[config.mk]
export PLATFORM = sky130hd
export DESIGN_NAME = regstk_top
export DESIGN_NICKNAME = d
export VERILOG_FILES = /design/src/rtl/regstk_pkg.sv /design/src/rtl/regstk_decode.sv /design/src/rtl/regstk_sp.sv /design/src/rtl/regstk_store.sv /design/src/rtl/regstk_top.sv
export SDC_FILE = /design/constraint.sdc
export NUM_CORES = 2
export LEC_CHECK = 0
export BUFFER_PORTS_ARGS = -buffer_cell sky130_fd_sc_hd__buf_2
export CAP_MARGIN = 20
export CORE_MARGIN = 10
export CORE_UTILIZATION = 55
export CTS_CLUSTER_SIZE = 28
export DETAILED_ROUTE_END_ITERATION = 7
export PLACE_DENSITY = 0.71
export SLEW_MARGIN = 25
export SYNTH_ARGS = -nofsm -noshare
export SYNTH_HDL_FRONTEND = slang
export SYNTH_SLANG_ARGS = --single-unit
[constraint.sdc]
create_clock -name clk -period 4.1 [get_ports clk]
set_input_delay 0.82 -clock clk [delete_from_list [all_inputs] [get_ports clk]]
set_output_delay 0.82 -clock clk [all_outputs]
set_load 0.05 [all_outputs]
[src/rtl/regstk_pkg.sv]
// Package: shared command codes and stack-operation resolution for the
// banked register file. Assumes a 3-bit access command field.
package regstk_pkg;

    typedef enum logic [2:0] {
        CMD_IDLE    = 3'd0,
        CMD_REG_RD  = 3'd1,
        CMD_REG_WR  = 3'd2,
        CMD_BYTE_RD = 3'd3,
        CMD_BYTE_WR = 3'd4,
        CMD_BIT_RD  = 3'd5,
        CMD_BIT_WR  = 3'd6,
        CMD_RSVD    = 3'd7
    } acc_cmd_e;

    typedef enum logic [1:0] {
        STK_HOLD = 2'd0,
        STK_PUSH = 2'd1,
        STK_POP  = 2'd2
    } stack_op_e;

    // Push has priority over pop when both arrive together.
    function automatic stack_op_e pick_stack_op(input logic push, input logic pop);
        if (push) return STK_PUSH;
        if (pop)  return STK_POP;
        return STK_HOLD;
    endfunction

endpackage

[src/rtl/regstk_decode.sv]
// Module: access-port address decoder.
// Turns a command plus bank/register/byte/bit fields into a byte index,
// a bit position, read/write strobes and an in-range flag.
// Assumes: the register banks sit at the bottom of memory and the bit
// area starts at BIT_BASE. Purely combinational.
module regstk_decode
    import regstk_pkg::*;
#(
    parameter int DATA_W        = 8,
    parameter int RAM_BYTES     = 128,
    parameter int BANKS         = 4,
    parameter int REGS_PER_BANK = 8,
    parameter int BIT_BASE      = 32,
    parameter int BIT_BYTES     = 16,
    parameter int ADDR_W        = 8,
    localparam int IDX_W        = $clog2(RAM_BYTES),
    localparam int POS_W        = $clog2(DATA_W),
    localparam int BANK_W       = $clog2(BANKS),
    localparam int REG_W        = $clog2(REGS_PER_BANK)
) (
    input  acc_cmd_e          cmd,
    input  logic [BANK_W-1:0] bank_sel,
    input  logic [REG_W-1:0]  reg_num,
    input  logic [ADDR_W-1:0] addr,
    output logic              rd_en,
    output logic              wr_en,
    output logic              is_bit,
    output logic              in_range,
    output logic [IDX_W-1:0]  byte_idx,
    output logic [POS_W-1:0]  bit_pos
);

    localparam int BIT_COUNT = BIT_BYTES * DATA_W;

    logic [IDX_W-1:0] reg_idx;
    logic [IDX_W-1:0] bit_byte_idx;

    // Register number relocated into the selected bank.
    assign reg_idx = IDX_W'(bank_sel) * IDX_W'(REGS_PER_BANK) + IDX_W'(reg_num);

    // Byte that holds the addressed bit.
    assign bit_byte_idx = IDX_W'(BIT_BASE) + IDX_W'(addr >> POS_W);

    // Select address source, range check and strobes for the command.
    always_comb begin
        rd_en    = 1'b0;
        wr_en    = 1'b0;
        is_bit   = 1'b0;
        in_range = 1'b0;
        byte_idx = '0;
        bit_pos  = addr[POS_W-1:0];
        case (cmd)
            CMD_REG_RD, CMD_REG_WR: begin
                byte_idx = reg_idx;
                in_range = 1'b1;
            end
            CMD_BYTE_RD, CMD_BYTE_WR: begin
                byte_idx = addr[IDX_W-1:0];
                in_range = (addr < ADDR_W'(RAM_BYTES));
            end
            CMD_BIT_RD, CMD_BIT_WR: begin
                byte_idx = bit_byte_idx;
                is_bit   = 1'b1;
                in_range = (addr < ADDR_W'(BIT_COUNT));
            end
            default: ;
        endcase
        rd_en = (cmd == CMD_REG_RD) || (cmd == CMD_BYTE_RD) || (cmd == CMD_BIT_RD);
        wr_en = (cmd == CMD_REG_WR) || (cmd == CMD_BYTE_WR) || (cmd == CMD_BIT_WR);
    end

endmodule

[src/rtl/regstk_sp.sv]
// Module: stack pointer register.
// Increments on push and decrements on pop; push wins a tie. Wraps
// modulo 2**SP_W. Also offers the pre-incremented value, which is
// the address a push writes to.
module regstk_sp
    import regstk_pkg::*;
#(
    parameter int SP_W     = 8,
    parameter int SP_RESET = 7
) (
    input  logic            clk,
    input  logic            rst_n,
    input  logic            push,
    input  logic            pop,
    output logic [SP_W-1:0] sp,
    output logic [SP_W-1:0] sp_inc
);

    logic [SP_W-1:0] sp_q;
    stack_op_e       op;

    assign op     = pick_stack_op(push, pop);
    assign sp     = sp_q;
    assign sp_inc = sp_q + SP_W'(1);

    // Pointer update: reset value, increment, decrement or hold.
    always_ff @(posedge clk) begin
        if (!rst_n) begin
            sp_q <= SP_W'(SP_RESET);
        end else begin
            case (op)
                STK_PUSH: sp_q <= sp_inc;
                STK_POP:  sp_q <= sp_q - SP_W'(1);
                default:  sp_q <= sp_q;
            endcase
        end
    end

    assert_sp_reset_R1: assert property (@(posedge clk)
        !rst_n |=> sp == SP_W'(SP_RESET));

    assert_push_incr_R7: assert property (@(posedge clk) disable iff (!rst_n)
        push |=> sp == $past(sp) + SP_W'(1));

    assert_pop_decr_R8: assert property (@(posedge clk) disable iff (!rst_n)
        (pop && !push) |=> sp == $past(sp) - SP_W'(1));

    assert_tie_single_step_R9: assert property (@(posedge clk) disable iff (!rst_n)
        (push && pop) |=> sp != $past(sp) - SP_W'(1));

    assert_wrap_top_R11: assert property (@(posedge clk) disable iff (!rst_n)
        (push && sp == '1) |=> sp == '0);

    assert_sp_idle_hold: assert property (@(posedge clk) disable iff (!rst_n)
        (!push && !pop) |=> $stable(sp));

endmodule

[src/rtl/regstk_store.sv]
// Module: flop-based byte storage with one write port and two
// combinational read ports (access port and stack port).
// All bytes clear on synchronous reset.
module regstk_store #(
    parameter int DATA_W = 8,
    parameter int DEPTH  = 128,
    localparam int IDX_W = $clog2(DEPTH)
) (
    input  logic              clk,
    input  logic              rst_n,
    input  logic              we,
    input  logic [IDX_W-1:0]  waddr,
    input  logic [DATA_W-1:0] wdata,
    input  logic [IDX_W-1:0]  raddr_a,
    output logic [DATA_W-1:0] rdata_a,
    input  logic [IDX_W-1:0]  raddr_b,
    output logic [DATA_W-1:0] rdata_b
);

    logic [DATA_W-1:0] row_q [DEPTH];
    logic [DEPTH-1:0]  row_we;

    // Per-row write enable decode.
    for (genvar i = 0; i < DEPTH; i++) begin : g_row_we
        assign row_we[i] = we && (waddr == IDX_W'(i));
    end

    // Storage update: clear on reset, else write the enabled row.
    always_ff @(posedge clk) begin
        for (int i = 0; i < DEPTH; i++) begin
            if (!rst_n) begin
                row_q[i] <= '0;
            end else if (row_we[i]) begin
                row_q[i] <= wdata;
            end
        end
    end

    assign rdata_a = row_q[raddr_a];
    assign rdata_b = row_q[raddr_b];

    assert_write_lands_R3: assert property (@(posedge clk) disable iff (!rst_n)
        we |=> row_q[$past(waddr)] == $past(wdata));

    assert_one_row_written: assert property (@(posedge clk) disable iff (!rst_n)
        $onehot0(row_we));

endmodule

[src/rtl/regstk_top.sv]
// Module: banked register file with hardware stack (top).
// Access port: register, byte and bit reads/writes with a one-cycle read
// latency. Stack port: push/pop through an internal pointer. A push owns
// the write port; a colliding access write is dropped. Bit writes are
// read-modify-write in a single cycle.
module regstk_top
    import regstk_pkg::*;
#(
    parameter int DATA_W        = 8,
    parameter int RAM_BYTES     = 128,
    parameter int BANKS         = 4,
    parameter int REGS_PER_BANK = 8,
    parameter int BIT_BASE      = 32,
    parameter int BIT_BYTES     = 16,
    parameter int ADDR_W        = 8,
    parameter int SP_W          = 8,
    parameter int SP_RESET      = 7,
    localparam int BANK_W       = $clog2(BANKS),
    localparam int REG_W        = $clog2(REGS_PER_BANK)
) (
    input  logic              clk,
    input  logic              rst_n,
    input  logic [2:0]        cmd_i,
    input  logic [BANK_W-1:0] bank_sel_i,
    input  logic [REG_W-1:0]  reg_num_i,
    input  logic [ADDR_W-1:0] addr_i,
    input  logic [DATA_W-1:0] wdata_i,
    input  logic              push_i,
    input  logic [DATA_W-1:0] push_data_i,
    input  logic              pop_i,
    output logic [DATA_W-1:0] rdata_o,
    output logic [DATA_W-1:0] pop_data_o,
    output logic [SP_W-1:0]   sp_o
);

    localparam int IDX_W = $clog2(RAM_BYTES);
    localparam int POS_W = $clog2(DATA_W);

    acc_cmd_e          cmd;
    logic              dec_rd;
    logic              dec_wr;
    logic              dec_bit;
    logic              dec_ok;
    logic [IDX_W-1:0]  dec_idx;
    logic [POS_W-1:0]  dec_pos;
    logic [SP_W-1:0]   sp;
    logic [SP_W-1:0]   sp_inc;
    logic              push_ok;
    logic              pop_ok;
    logic [DATA_W-1:0] acc_rbyte;
    logic [DATA_W-1:0] stk_rbyte;
    logic [DATA_W-1:0] merged;
    logic              mem_we;
    logic [IDX_W-1:0]  mem_waddr;
    logic [DATA_W-1:0] mem_wdata;
    logic [DATA_W-1:0] rdata_q;
    logic [DATA_W-1:0] pop_q;

    assign cmd = acc_cmd_e'(cmd_i);

    regstk_decode #(
        .DATA_W(DATA_W), .RAM_BYTES(RAM_BYTES), .BANKS(BANKS),
        .REGS_PER_BANK(REGS_PER_BANK), .BIT_BASE(BIT_BASE),
        .BIT_BYTES(BIT_BYTES), .ADDR_W(ADDR_W)
    ) i_decode (
        .cmd(cmd), .bank_sel(bank_sel_i), .reg_num(reg_num_i), .addr(addr_i),
        .rd_en(dec_rd), .wr_en(dec_wr), .is_bit(dec_bit), .in_range(dec_ok),
        .byte_idx(dec_idx), .bit_pos(dec_pos)
    );

    regstk_sp #(
        .SP_W(SP_W), .SP_RESET(SP_RESET)
    ) i_sp (
        .clk(clk), .rst_n(rst_n), .push(push_i), .pop(pop_i),
        .sp(sp), .sp_inc(sp_inc)
    );

    regstk_store #(
        .DATA_W(DATA_W), .DEPTH(RAM_BYTES)
    ) i_store (
        .clk(clk), .rst_n(rst_n),
        .we(mem_we), .waddr(mem_waddr), .wdata(mem_wdata),
        .raddr_a(dec_idx), .rdata_a(acc_rbyte),
        .raddr_b(sp[IDX_W-1:0]), .rdata_b(stk_rbyte)
    );

    // Stack addresses outside the memory are dropped or read as zero.
    assign push_ok = (sp_inc < SP_W'(RAM_BYTES));
    assign pop_ok  = (sp < SP_W'(RAM_BYTES));

    // Bit write: replace one bit of the current byte.
    always_comb begin
        merged          = acc_rbyte;
        merged[dec_pos] = wdata_i[0];
    end

    // Write-port arbitration: a push owns the port, else the access write.
    always_comb begin
        mem_we    = 1'b0;
        mem_waddr = dec_idx;
        mem_wdata = dec_bit ? merged : wdata_i;
        if (push_i) begin
            mem_we    = push_ok;
            mem_waddr = sp_inc[IDX_W-1:0];
            mem_wdata = push_data_i;
        end else if (dec_wr && dec_ok) begin
            mem_we = 1'b1;
        end
    end

    // Access read register: loads only on read commands.
    always_ff @(posedge clk) begin
        if (!rst_n) begin
            rdata_q <= '0;
        end else if (dec_rd) begin
            if (!dec_ok)      rdata_q <= '0;
            else if (dec_bit) rdata_q <= {{(DATA_W-1){1'b0}}, acc_rbyte[dec_pos]};
            else              rdata_q <= acc_rbyte;
        end
    end

    // Pop data register: loads on a pop that is not overridden by a push.
    always_ff @(posedge clk) begin
        if (!rst_n) begin
            pop_q <= '0;
        end else if (pop_i && !push_i) begin
            pop_q <= pop_ok ? stk_rbyte : '0;
        end
    end

    assign rdata_o    = rdata_q;
    assign pop_data_o = pop_q;
    assign sp_o       = sp;

    assert_oob_byte_read_R4: assert property (@(posedge clk) disable iff (!rst_n)
        (cmd_i == 3'd3 && addr_i >= ADDR_W'(RAM_BYTES)) |=> rdata_o == '0);

    assert_bit_read_narrow_R5: assert property (@(posedge clk) disable iff (!rst_n)
        (cmd_i == 3'd5) |=> rdata_o[DATA_W-1:1] == '0);

    assert_oob_bit_read_R6: assert property (@(posedge clk) disable iff (!rst_n)
        (cmd_i == 3'd5 && addr_i >= ADDR_W'(BIT_BYTES * DATA_W)) |=> rdata_o == '0);

    assert_oob_pop_zero_R8: assert property (@(posedge clk) disable iff (!rst_n)
        (pop_i && !push_i && sp_o >= SP_W'(RAM_BYTES)) |=> pop_data_o == '0);

    assert_pop_held_on_tie_R9: assert property (@(posedge clk) disable iff (!rst_n)
        (push_i && pop_i) |=> $stable(pop_data_o));

    assert_push_owns_port_R10: assert property (@(posedge clk) disable iff (!rst_n)
        push_i |-> (!mem_we || (mem_wdata == push_data_i && mem_waddr == sp_inc[IDX_W-1:0])));

    assert_rdata_hold_R12: assert property (@(posedge clk) disable iff (!rst_n)
        !(cmd_i == 3'd1 || cmd_i == 3'd3 || cmd_i == 3'd5) |=> $stable(rdata_o));

endmodule

==> impl_metrics.toml <==
[power]
cell_internal_pwr_mw = 21.7
power.net_switching_mw = 9.78
clock_power_share = 0.323
combinationalPowerShare = 0.280
fin_total_pwr_mw = 31.5
netSwitchingFraction = 0.310
pwr_density_cell_nw_per_um2 = 432
ir_drop_uv = 379
static-leakage-power_nw = 28.0
seq_power_share = 0.397

[routing]
post_drt_via_cell_ratio = 7.13
drc = 9
drt-total-wl_um = 244000
drtIter0Drc = 9654
drt_first_pass_iters = 8
postRouteAntennaNets = 0
routed-via-count = 51300
wl_per_instance_um = 33.9

[sta]
grt_setup_unrepaired = "true"
layout_worst_path_cycle_share = 1.16
report.final.setup_viol = 1016
layout_setup_ws_ns = -0.636
achievable-frequency_ghz = 0.211
finClkSkew_ns = 0.0305
final_report_hold_violation_count = 0
timing_worst_slew_pin_value_ns = 1.14
timing.final.crit_period_ns = 4.74
timing_max_transition_violations_final = 0
fin_setup_tns_ns = -207.89
timing.slew.headroom = 0.239

[place]
postPlaceCellArea_um2 = 64800
port_buffers = 59
gpl.final_weighted_congestion = 1.05
detailed_place_hpwl_um = 155000

[global_route]
gr-total-overflow = 0
grt_pass1_vias = 47200
grt_antenna_before_repair = 32
maximum_number_of_pins_on_one_net_before_global_route_repair = 72
grt_pass1_wl_um = 327000
grtUsageTotal = 0.385

[worst_setup_path]
timing.rr.start = "i_store.row_q[103][4]$_SDFFCE_PN0P_"
path_max_fanout = 8
reg2reg_depth = 13
cp-startpoint = "cmd_i[0]"
cp.arrival_ns = 5.27
required_ns = 4.64
crit_path_end_kind = "register"
worstSetupPathType = "input port to register"
critical_path.startpoint_type = "input port"

[yosys]
synth_seq_cells = 1055
synthCells = 4948
yosys.area.top_type = "edfxtp_1"
post_synth_mux_area_share = 0.180
yosysWarningCount = 0
synth.distinct_cells = 66
synth_top_family_by_area = "multiplexers"
number_of_nets_produced_by_synthesis = 4986
synth_sequential_area_ratio = 0.554
synth_xor_area_frac = 0.00216
synth-async-reset-ratio = 0
post_synth_most_frequent_cells = "1,119 x nor2_1, 1,024 x edfxtp_1, 847 x nand2_1, 348 x nand3_1, 344 x mux4_2"
synth_simple_gate_area_frac = 0.169
cell_with_the_most_instances_after_synthesis = "nor2_1"
yosys.area.top_type_share = 0.543
ys_dominant_reg_cell = "edfxtp_1"
synthesis.area_per_instance_um2 = 11.5
adder_cell_area_share_of_the_yosys_netlist = 0.000442
number_of_flops_mapped_to_enable_cells_by_yosys = 1024
synth_compound_gate_area_share = 0.0571
synth.area.top_cells = "edfxtp_1 54%, mux4_2 14%, nor2_1 7.4%, nand2_1 5.6%, mux2i_1 4.0%"
synth.cell_area_um2 = 56700

[final_layout]
filler_cell_count = 6574
final_core_util = 0.715
fin_nets = 5734
area_of_combinational_cells_with_multiple_inputs_um2 = 24400
register_area_um2 = 31400
fin_area_um2 = 73000
drive_above_1_share = 0.305
syn2layout_area_growth_pct = 28.8

[clock_tree]
clkTransAtPathRegs_ns = 0.06
clock_latency_ns = 0.73
clockBufferDepth = 3
numClockSinks = 1055
cts.root.buffer_cell = "clkbuf_16"
cts_tree = "yes"
cts_buffers = 106
ctsHtreeMaxLevel = 3

[status]
violations = "design-rule violations, negative setup slack"
outcome = "complete, but fails checks"

[worst_hold_path]
hold_path.class = "register to register"
min_path_cells = 2
hp-start = "rdata_o[4]$_SDFFE_PN0P_"

[floorplanning]
initial_utilization = 0.555
dieHeight_um = 341
coreArea_um2 = 102000
die_w_um = 341
rows = 117
design.portCount = 60
die_area_um2 = 116000

[job]
max_cap_viol_count = 0
[logic make-up (layout without fill, tap and decap cells)]
kind of cell | Yosys count | in the layout
xor+xnor | 14 | 14
other cells | 0 | 36
compound gates | 466 | 466
flops | 1055 | 1055
simple gates | 2384 | 2384
fa+ha+maj | 2 | 2
mux | 586 | 586
buf+inv | 441 | 1277
[flip-flops by register name, summed over array words and instances, names as in the netlist, named ones only]
register / cells
i_sp.sp: 8
pop_data_o: 8
rdata_o: 8
i_store.row_q: 1024
[power groups by stage]
stage | Clock (mW) | Sequential (mW) | Combinational [mW]
floorplan | 0 | 12.7 | 3.57
global placement | 0 | 12.7 | 6.86
detailed placement | 0 | 12.7 | 6.92
CTS | 10.1 | 12.5 | 7.60
global route | 10.5 | 12.5 | 8.81
finish | 10.2 | 12.5 | 8.83
[cell usage in the layout, fill, tap and decap left out, types with 19 or more instances in the layout]
cell type  netlist  routed
nor2_2           0      38
clkinv_1         0      22
buf_12           0     175
edfxtp_1      1024    1024
clkbuf_1       158      23
mux4_2         344     344
buf_16           0      28
a21oi_1         60      53
nand4_1         22      22
clkbuf_16        0     155
nor2_1        1119    1025
a22oi_1         23      21
dfxtp_1         31      27
buf_6           13      43
buf_2          137      54
nand3_1        348     341
buf_4           59     698
o211ai_1        40      40
inv_1           19      19
diode_2          0      36
nor2_4           1      57
o2111ai_1       76      60
mux2i_1        227     207
o21ai_0        143     143
nand2_1        847     844
[worst max-delay path: stages]
cell and delay (ns):
buf_6 0.13, or3b_4 0.42, buf_6 0.15, nand2_4 0.07, buf_4 0.14, buf_4 0.13, a21o_4 0.17, buf_12 0.18
buf_12 0.16, buf_4 0.14, nand3_1 0.09, o211ai_1 0.42, nand4_1 0.55, mux2i_4 0.47, mux2_4 0.26, a221oi_4 0.08
buf_6 0.18, buf_12 0.16, buf_4 0.16, buf_16 0.14, nor2_1 0.20
[what timing repair did]
item                        CTS  global route
buffers inserted             89            51
hold buffers                  0             0
pin swaps                    37            97
setup endpoints to repair  1025          1031
hold endpoints to repair      0             0
gates cloned                 20            46
gates resized for setup     120           284
[worst paths after layout]
kind | slack [ns] | endpoint
worst min register to register | 0.52 | rdata_o[4]$_SDFFE_PN0P_
worst max-delay path | -0.64 | i_store.row_q[17][4]$_SDFFCE_PN0P_
worst max register to register | 0.41 | i_store.row_q[60][4]$_SDFFCE_PN0P_
worst min-delay path | 0.52 | rdata_o[4]$_SDFFE_PN0P_
[stage by stage]
| step | instances | setup WS, ns | hold slack [ns] |
|---|---|---|---|
| after floorplan | 4948 | 0.140 | 0.675 |
| after global placement | 6768 | -1.28 | 0.477 |
| after detailed placement | 6768 | -1.30 | 0.485 |
| after CTS | 7070 | -0.0262 | 0.516 |
| after global routing | 7157 | -0.463 | 0.554 |
| final | 7188 | -0.636 | 0.523 |
[final cells by class]
type,count,share of cell area
antenna,36,0.00123
multi-input combinational,3452,0.335
inverter,19,0.000977
tap,1368,0.0235
clock buffer,145,0.0424
sequential,1055,0.430
clock inverter,51,0.00645
timing repair buffer,1062,0.161
[layer usage]
| metal | wire length (µm) | track usage | part of all wire | up-vias |
|---|---|---|---|---|
| met5 | 373 | 0.00125 | 0.0015 | - |
| met4 | 21700 | 0.237 | 0.089 | 32 |
| met3 | 46500 | 0.159 | 0.19 | 1453 |
| met2 | 98500 | 0.547 | 0.40 | 5580 |
| met1 | 76500 | 0.487 | 0.31 | 24400 |
| li1 | - | - | - | 19800 |
Note: power is estimated with default switching activity, not from simulation.
